$ cat src/rtl/psram_rd_pkg.sv
package psram_rd_pkg;
  typedef enum logic [1:0] {
    ST_IDLE,
    ST_ISSUE,
    ST_RUN,
    ST_GAP
  } rd_state_e;
endpackage

$ cat src/rtl/psram_wait_decode.sv
module psram_wait_decode (
  input  logic clk_i,
  input  logic rst_ni,
  input  logic wait_i,
  input  logic wait_pol_i,
  input  logic wait_early_i,
  input  logic seg_start_i,
  output logic data_ok_o
);
  logic wait_act;
  logic wait_q;

  assign wait_act = (wait_i == wait_pol_i);

  // early mode: previous edge's WAIT governs this edge; ADV edge counts as busy
  always_ff @(posedge clk_i or negedge rst_ni) begin
    if (!rst_ni)          wait_q <= 1'b1;
    else if (seg_start_i) wait_q <= 1'b1;
    else                  wait_q <= wait_act;
  end

  assign data_ok_o = wait_early_i ? !wait_q : !wait_act;
endmodule

$ cat src/rtl/psram_ce_guard.sv
module psram_ce_guard #(
  parameter int CW = 8
) (
  input  logic          clk_i,
  input  logic          rst_ni,
  input  logic          ce_low_i,
  input  logic [CW-1:0] limit_i,
  output logic [CW-1:0] cnt_o,
  output logic          limit_hit_o
);
  localparam logic [CW-1:0] CNT_MAX = '1;

  logic [CW-1:0] cnt_q;
  logic [CW:0]   cnt_nxt;

  always_ff @(posedge clk_i or negedge rst_ni) begin
    if (!rst_ni)            cnt_q <= '0;
    else if (!ce_low_i)     cnt_q <= '0;
    else if (cnt_q != CNT_MAX) cnt_q <= cnt_q + 1'b1;
  end

  // cnt_q low cycles done before this edge; one more would break the limit
  assign cnt_nxt     = {1'b0, cnt_q} + 1'b1;
  assign limit_hit_o = cnt_nxt >= {1'b0, limit_i};
  assign cnt_o       = cnt_q;

  AST_CE_MAX: assert property (@(posedge clk_i) disable iff (!rst_ni)
    (ce_low_i && limit_i != '0) |-> (cnt_q < limit_i)) else $error("ce low too long");
endmodule

$ cat src/rtl/psram_beat_track.sv
module psram_beat_track #(
  parameter int AW = 22,
  parameter int LW = 10
) (
  input  logic          clk_i,
  input  logic          rst_ni,
  input  logic          load_i,
  input  logic [AW-1:0] addr_i,
  input  logic [LW-1:0] len_i,
  input  logic          take_i,
  output logic [AW-1:0] addr_o,
  output logic          last_o
);
  logic [AW-1:0] addr_q;
  logic [LW-1:0] rem_q;

  always_ff @(posedge clk_i or negedge rst_ni) begin
    if (!rst_ni) begin
      addr_q <= '0;
      rem_q  <= '0;
    end else if (load_i) begin
      addr_q <= addr_i;
      rem_q  <= len_i;
    end else if (take_i) begin
      addr_q <= addr_q + 1'b1;
      rem_q  <= rem_q - 1'b1;
    end
  end

  assign addr_o = addr_q;
  assign last_o = (rem_q == LW'(1));

  AST_NO_UNDERFLOW: assert property (@(posedge clk_i) disable iff (!rst_ni)
    take_i |-> (rem_q != '0)) else $error("word taken past count");
endmodule

$ cat src/rtl/psram_burst_rd.sv
module psram_burst_rd
  import psram_rd_pkg::*;
#(
  parameter int AW  = 22,
  parameter int DW  = 16,
  parameter int LW  = 10,
  parameter int CW  = 8,
  parameter int LCW = 3
) (
  input  logic           clk_i,
  input  logic           rst_ni,
  input  logic           wait_pol_i,
  input  logic           wait_early_i,
  input  logic           fixed_lat_i,
  input  logic [LCW-1:0] lat_code_i,
  input  logic [CW-1:0]  ce_limit_i,
  input  logic           req_valid_i,
  input  logic [AW-1:0]  req_addr_i,
  input  logic [LW-1:0]  req_len_i,
  output logic           busy_o,
  output logic           rd_valid_o,
  output logic [DW-1:0]  rd_data_o,
  output logic           done_o,
  output logic           mem_ce_n_o,
  output logic           mem_adv_n_o,
  output logic           mem_oe_n_o,
  output logic [AW-1:0]  mem_addr_o,
  input  logic [DW-1:0]  mem_dq_i,
  input  logic           mem_wait_i
);
  rd_state_e     state_q, state_d;
  logic          seg_first_q;
  logic          rd_valid_q, done_q;
  logic [DW-1:0] rd_data_q;
  logic          data_ok, limit_hit, last, take, load, zero_req;
  logic [CW-1:0] ce_cnt, lat_clks;

  assign load     = (state_q == ST_IDLE) && req_valid_i;
  assign zero_req = load && (req_len_i == '0);
  assign lat_clks = CW'(lat_code_i) + CW'(1);

  psram_wait_decode i_wait (
    .clk_i        (clk_i),
    .rst_ni       (rst_ni),
    .wait_i       (mem_wait_i),
    .wait_pol_i   (wait_pol_i),
    .wait_early_i (wait_early_i),
    .seg_start_i  (state_q == ST_ISSUE),
    .data_ok_o    (data_ok)
  );

  psram_ce_guard #(.CW(CW)) i_guard (
    .clk_i       (clk_i),
    .rst_ni      (rst_ni),
    .ce_low_i    (!mem_ce_n_o),
    .limit_i     (ce_limit_i),
    .cnt_o       (ce_cnt),
    .limit_hit_o (limit_hit)
  );

  psram_beat_track #(.AW(AW), .LW(LW)) i_beat (
    .clk_i  (clk_i),
    .rst_ni (rst_ni),
    .load_i (load),
    .addr_i (req_addr_i),
    .len_i  (req_len_i),
    .take_i (take),
    .addr_o (mem_addr_o),
    .last_o (last)
  );

  // fixed latency: first word of a segment lands on the counted edge
  always_comb begin
    take = 1'b0;
    if (state_q == ST_RUN) begin
      if (fixed_lat_i && seg_first_q) take = (ce_cnt == lat_clks);
      else                            take = data_ok;
    end
  end

  always_comb begin
    state_d = state_q;
    unique case (state_q)
      ST_IDLE:  if (req_valid_i && req_len_i != '0) state_d = ST_ISSUE;
      ST_ISSUE: state_d = ST_RUN;
      ST_RUN: begin
        if (take && last)   state_d = ST_IDLE;
        else if (limit_hit) state_d = ST_GAP;
      end
      ST_GAP:   state_d = ST_ISSUE;
      default:  state_d = ST_IDLE;
    endcase
  end

  always_ff @(posedge clk_i or negedge rst_ni) begin
    if (!rst_ni) begin
      state_q     <= ST_IDLE;
      seg_first_q <= 1'b0;
      rd_valid_q  <= 1'b0;
      rd_data_q   <= '0;
      done_q      <= 1'b0;
    end else begin
      state_q     <= state_d;
      if (state_q == ST_ISSUE) seg_first_q <= 1'b1;
      else if (take)           seg_first_q <= 1'b0;
      rd_valid_q  <= take;
      if (take) rd_data_q <= mem_dq_i;
      done_q      <= (take && last) || zero_req;
    end
  end

  assign busy_o      = (state_q != ST_IDLE);
  assign mem_ce_n_o  = !((state_q == ST_ISSUE) || (state_q == ST_RUN));
  assign mem_adv_n_o = (state_q != ST_ISSUE);
  assign mem_oe_n_o  = (state_q != ST_RUN);
  assign rd_valid_o  = rd_valid_q;
  assign rd_data_o   = rd_data_q;
  assign done_o      = done_q;

  AST_ADV_ONE_CYCLE: assert property (@(posedge clk_i) disable iff (!rst_ni)
    !mem_adv_n_o |=> (mem_adv_n_o && !mem_ce_n_o)) else $error("adv width");
  AST_CE_FALL_ADV: assert property (@(posedge clk_i) disable iff (!rst_ni)
    $fell(mem_ce_n_o) |-> !mem_adv_n_o) else $error("ce fall without adv");
  AST_GAP_ONE: assert property (@(posedge clk_i) disable iff (!rst_ni)
    ($rose(mem_ce_n_o) && busy_o) |=> (!mem_ce_n_o && !mem_adv_n_o)) else $error("gap length");
  AST_LAST_DROPS_CE: assert property (@(posedge clk_i) disable iff (!rst_ni)
    (done_o && rd_valid_o) |-> (mem_ce_n_o && !busy_o)) else $error("ce held after last");
  AST_VALID_AFTER_OE: assert property (@(posedge clk_i) disable iff (!rst_ni)
    rd_valid_o |-> $past(!mem_oe_n_o)) else $error("word outside data phase");
endmodule

$ cat config.mk
export PLATFORM = sky130hd
export DESIGN_NAME = psram_burst_rd
export DESIGN_NICKNAME = d
export VERILOG_FILES = /design/src/rtl/psram_rd_pkg.sv /design/src/rtl/psram_wait_decode.sv /design/src/rtl/psram_ce_guard.sv /design/src/rtl/psram_beat_track.sv /design/src/rtl/psram_burst_rd.sv
export SDC_FILE = /design/constraint.sdc
export NUM_CORES = 1
export LEC_CHECK = 0
export BUFFER_PORTS_ARGS = -buffer_cell sky130_fd_sc_hd__buf_2
export CORE_MARGIN = 4
export CORE_UTILIZATION = 51
export CTS_BUF_LIST = sky130_fd_sc_hd__clkbuf_16
export CTS_CLUSTER_SIZE = 30
export DETAILED_ROUTE_END_ITERATION = 16
export PLACE_DENSITY = 0.8
export SYNTH_ARGS = -nofsm -noshare
export SYNTH_HDL_FRONTEND = slang
export SYNTH_SLANG_ARGS = --single-unit
$ cat constraint.sdc
create_clock -name clk_i -period 3.2 [get_ports clk_i]
set_input_delay 0.8 -clock clk_i [delete_from_list [all_inputs] [get_ports clk_i]]
set_output_delay 0.8 -clock clk_i [all_outputs]
set_load 0.05 [all_outputs]
### Yosys cells after proc, flatten, opt, wreduce, memory -nomap -nowiden

Cells that the tools add are included.

| storage, ports and cells | value |
|---|---|
| memory bits (read-only) | 0 |
| memory bits (writable) | 0 |
| latch bits | 0 |
| output and inout port bits | 44 |
| word-level logic and storage cells | 60 |
| register bits | 62 |
| memories kept | 0 |

| cells by class | value |
|---|---|
| reduce and logical (&&, ||, !) cells | 17 |
| $lt $le $gt $ge | 1 |
| eq/ne operators | 12 |
| shift operators | 0 |
| $mul | 0 |
| div/mod/pow operators | 0 |
| add/subtract/negate cells | 5 |
| mux-type cells | 16 |
| bitwise operators | 0 |

Operators with widths:

| operator | number |
|---|---|
| $mux 22 | 2 |
| $add 22x1->22 const B | 1 |
| $mux 10 | 2 |
| $mux 8 | 2 |
| $eq 10x1->1 const B | 1 |
| $logic_not 10->1 | 1 |
| $reduce_bool 10->1 | 1 |
| $sub 10x1->10 const B | 1 |
| $add 8x1->9 const B | 1 |
| $ge 9x8->1 | 1 |
| $add 8x1->8 const B | 1 |
| $eq 8x4->1 | 1 |
| $ne 8x8->1 const B | 1 |
| $pmux 2 s4 | 1 |
| $mux 1 | 6 |
| $mux 2 | 3 |
| $reduce_bool 2->1 | 3 |
| $logic_and 1x1->1 | 5 |
| $add 3x1->4 const B | 1 |
| $eq 2x2->1 const B | 2 |
| $ne 2x1->1 const B | 2 |
| $ne 2x2->1 const B | 2 |
| $logic_not 1->1 | 3 |
| $ne 3x2->1 const B | 1 |
| other kinds (5) | 6 |

### Logic depth before layout (Yosys ltp)

| logic depth | value |
|---|---|
| word-level depth | 8 |
| depth in mapped cells | 10 |
| depth with buffers taken out | 10 |

### Hierarchy

Synthesis repeated with hierarchy kept, for this count alone.

| second synthesis, totals | value |
|---|---|
| cell total of the unflattened synthesis | 355 |
| area, all modules | 3554.7 um^2 |

Modules (own cells, without submodules):

| module | cells each | area each (um^2) | instances |
|---|---|---|---|
| psram_beat_track | 199 | 1796.7 | 1 |
| psram_burst_rd | 82 | 1067.3 | 1 |
| psram_ce_guard | 70 | 639.4 | 1 |
| psram_wait_decode | 4 | 51.3 | 1 |

### Worst setup path before layout

No wires, ideal clock.

| path | value |
|---|---|
| kind | in2reg |
| start point | input lat_code_i[0] |
| end point | register rd_data_q[10] (netlist: rd_data_o[10]) |
| cell stages on the path | 8 |
| arrival time | 2464 ps |
| setup time | 125 ps |
| path slack | 611 ps |
| cell sequence | ha_1 xor2_1 and4b_1 o2111a_1 buf_6 nor2_1 buf_2 mux2_2 |

| between the ends | value |
|---|---|
| longest elaborated chain between the ends | 4 |

Ends and longest elaborated chain:

| what | RTL line | text |
|---|---|---|
| start, declared | psram_burst_rd.sv:15 | `input logic [LCW-1:0] lat_code_i,` |
| $add 3x1->4 | psram_burst_rd.sv:40 | `assign lat_clks = CW'(lat_code_i) + CW'(1);` |
| $eq 8x4->1 | psram_burst_rd.sv:76 | `if (fixed_lat_i && seg_first_q) take = (ce_cnt == lat_clks);` |
| $mux 1 | psram_burst_rd.sv:76 |  |
| $mux 1 | psram_burst_rd.sv:75 | `if (state_q == ST_RUN) begin` |
| end signal, assigned | psram_burst_rd.sv:107 | `if (take) rd_data_q <= mem_dq_i;` |
| end, declared | psram_burst_rd.sv:34 | `logic [DW-1:0] rd_data_q;` |

No other way between the ends.
A chain may end at the register's enable or synchronous reset.

### Worst setup path in the final report

| path | value |
|---|---|
| start point | register state_q[0] |
| end point | register i_beat.rem_q[1] |

| between the ends | value |
|---|---|
| longest elaborated chain between the ends | 3 |

Ends and longest elaborated chain:

| what | RTL line | text |
|---|---|---|
| start, declared | psram_burst_rd.sv:31 | `rd_state_e state_q, state_d;` |
| start signal, assigned | psram_burst_rd.sv:103 | `state_q <= state_d;` |
| $eq 2x2->1 or $logic_not 2->1 (tied branches) | psram_burst_rd.sv:75, psram_burst_rd.sv:38 |  |
| $mux 1 or $logic_and 1x1->1 (tied branches) | psram_burst_rd.sv:75, psram_burst_rd.sv:38 |  |
| $reduce_bool 2->1 (no line) or $mux 10 (tied branches) | -- |  |
| end signal, assigned | psram_beat_track.sv:23 | `rem_q <= len_i;` |
| end signal, assigned | psram_beat_track.sv:26 | `rem_q <= rem_q - 1'b1;` |
| end, declared | psram_beat_track.sv:15 | `logic [LW-1:0] rem_q;` |

Parallel ways exist; a longest one is shown, timed or not.

==> results.json <==
{
  "status": "finished, final reports clean",
  "setup_viol": 0,
  "clock_latency_ns": 0.33,
  "clockBufferDepth": 2,
  "cp-startpoint": "state_q[0]",
  "drcViolationCount": 0,
  "numCtsBuffers": 9,
  "syn_nets": 435,
  "synth_top_area_share_pct": 44.1,
  "layout_common_cells": "buf_2 (109), dfrtp_1 (61), nor2_1 (47), xor2_1 (32), a21oi_1 (32)",
  "synth_edf_count": 0,
  "r2r-start": "state_q[0]",
  "arrival_ns": 2.92,
  "final_area_um2": 4420,
  "placed_area_um2": 4090,
  "finalNetCount": 547,
  "clock_sinks": 62,
  "setup.worst_path.end_class": "flip-flop",
  "pwr_density_cell_nw_per_um2": 1100,
  "initialDrtViolationCount": 127,
  "synth_area_leaders": "dfrtp_1 (44%), xor2_1 (8.1%), ha_1 (5.8%)",
  "postCtsSetupRepairBufs": 0,
  "die_h_um": 90.4,
  "cts_tree": "done",
  "final_max_slew_viol_count": 0,
  "cts-htree-levels": 3,
  "areaGrowthSynthToFinish_pct": 27.7,
  "rsz0062_at_grt": "false",
  "synthCells": 353,
  "cap_viol_max_count": 0,
  "finalCriticalPeriod_ns": 2.71,
  "synth-seq-cells": 62,
  "vias_per_cell": 5.52,
  "startpoint_type": "flip-flop",
  "num_rows": 29,
  "ys_seq_area_share_pct": 44.8,
  "io_pins": 110,
  "crit_chain": "inv_1, ha_1, or4b_1, nor3_2, o2111a_1, nor2_2, buf_4, mux2i_1, mux2_2",
  "yosys_most_used_dff": "dfrtp_1",
  "required_ns": 3.41,
  "p_leak_nw": 2.13,
  "track_usage_pct": 21.6,
  "antenna_cells": 0,
  "die-area_um2": 8170,
  "yosys_warnings": 0,
  "tightest_slew_ns": 0.811,
  "layout_commonest_cell": "buf_2",
  "grt_pass1_vias": 3177,
  "crit_type": "flip-flop to flip-flop",
  "ys_types": 43,
  "drtPass1Iterations": 5,
  "synth_area_um2": 3460,
  "grt_max_degree": 48,
  "path_max_fanout": 22,
  "die_w_um": 90.4,
  "ctsHoldBuffers": 0,
  "clkTransAtPathRegs_ns": 0.06,
  "relSlewSlack_pct": 45.7,
  "synth_top_area_cell": "dfrtp_1",
  "place_hpwl_um": 6220,
  "slowest_delay_ns": 0.51,
  "initial_core_util_pct": 53.6,
  "cts_resized": 0,
  "gr-total-overflow": 0,
  "grt_pass1_wl_um": 14600,
  "fmax_ghz": 0.369,
  "syn_avg_cell_area_um2": 9.81,
  "endpoint": "i_beat.rem_q[1]",
  "worst_hold_slack_ns": 0.396,
  "antenna_found_initial": 0,
  "clockRootBuffer": "clkbuf_16",
  "wl_per_cell_um": 15.6,
  "gp_congestion": 0.869,
  "nFillCells": 489,
  "portBuffers": 109,
  "reg2reg_to": "i_beat.rem_q[1]",
  "ff2ff_path_depth": 9,
  "slowest_stage": "o2111a_1",
  "rrSetupSlack_ns": 0.49,
  "coreArea_um2": 6460,
  "finClkSkew_ns": 0.00815,
  "fin_tns_setup_ns": 0,
  "vias": 3019,
  "hold_viol_final": 0,
  "drtAntennaViolNets": 0,
  "period_share_pct": 84.8,
  "worstHoldPathType": "primary input to asynchronous set/reset pin",
  "drive_gt1_share_pct": 33.4,
  "peakVddDrop_uv": 676,
  "drt-total-wl_um": 8510,
  "synthArstFlopShare_pct": 100
}
==> registers in the layout, indices dropped and copies added, names as in the netlist <==
register	cells
i_beat.addr_o	22
rd_data_o	16
i_beat.rem_q	10
i_guard.cnt_o	8
state_q	2
done_o	1
i_wait.wait_q	1
rd_valid_o	1
seg_first_q	1
==> layout make-up <==
type / count / area (um2) / share of cell area, %
inverters: 17 / 63.8 / 1.44
clock inverters: 7 / 105 / 2.38
repair buffers: 117 / 606 / 13.7
well taps: 77 / 96.3 / 2.18
flip-flops and latches: 62 / 1550 / 35.1
multi-input cells: 258 / 1770 / 40.1
clock buffers: 9 / 225 / 5.09
==> worst max-delay path: cells and delay by family, from the launching register on <==
kind            cells  cell delay (ns)
fa+ha+maj           1             0.24
mux                 2             0.42
buf+inv             2             0.34
compound gates      1             0.51
simple gates        3             0.67
flops               1             0.40
==> where the power goes <==
group,internal (mW),total (mW),leakage [nW],switching (mW)
combinational,0.689,2.34,1.25,1.65
clock,0.694,1.09,0.159,0.392
sequential,1.13,1.44,0.725,0.305
total,2.52,4.86,2.13,2.35
==> per-layer routing <==
metal | part of all wire [%] | vias to the layer above | wire length, um | track usage, %
li1 | - | 1475 | - | -
met1 | 43 | 1437 | 3630 | 26.0
met2 | 49 | 96 | 4190 | 37.0
met3 | 6.4 | 11 | 545 | 5.42
met4 | 1.7 | 0 | 142 | 8.80
met5 | 0 | - | 0 | 0
==> worst min-delay path by stage <==
stage / end / cells past startpoint
detailed placement: seg_first_q / 2
CTS: i_beat.addr_o[12] / 1
global placement: seg_first_q / 2
finish: i_beat.addr_o[12] / 1
floorplan: seg_first_q / 2
global route: i_beat.addr_o[12] / 1
==> per-stage QoR <==
stage / utilization [%] / total power, mW / cells / setup WS, ns
after global routing: 68.5 / 5.15 / 547 / 0.318
after detailed placement: 63.4 / 3.77 / 531 / 0.349
final: 68.5 / 4.86 / 547 / 0.488
after global placement: 63.4 / 3.70 / 531 / 0.422
after CTS: 68.5 / 4.88 / 547 / 0.458
after floorplan: - / 3.19 / 353 / 0.611
==> logic make-up (layout without fill, tap and decap cells) <==
| logic type | Yosys count | count (layout) | synth area share [%] |
|---|---|---|---|
| xor gates and xnor gates | 37 | 37 | 9.36 |
| AOI/OAI and AO/OA | 79 | 79 | 14.8 |
| muxes | 20 | 20 | 6.39 |
| buffers and inverters | 33 | 150 | 4.08 |
| adders and majority gates | 16 | 16 | 5.78 |
| and+or+nand+nor | 106 | 106 | 14.8 |
| DFF | 62 | 62 | 44.8 |
==> synthesized netlist by cell type (2+ instances only) <==
master,instances
nor4_1,2
o2111a_1,2
buf_2,5
xnor2_1,5
inv_1,17
and3_1,9
dfrtp_1,61
nand2b_1,2
mux2i_1,3
o31ai_1,2
nor2_1,48
clkbuf_1,9
nor3_1,7
nand2_1,14
nand3_1,6
o22ai_1,2
o211ai_1,9
xor2_1,32
o21a_1,3
a21oi_1,32
o21ai_0,11
a31oi_1,5
and2_1,6
mux2_2,17
ha_1,16
o2111ai_1,9
or3_1,3
No activity file was read; power rests on OpenSTA's default activity.
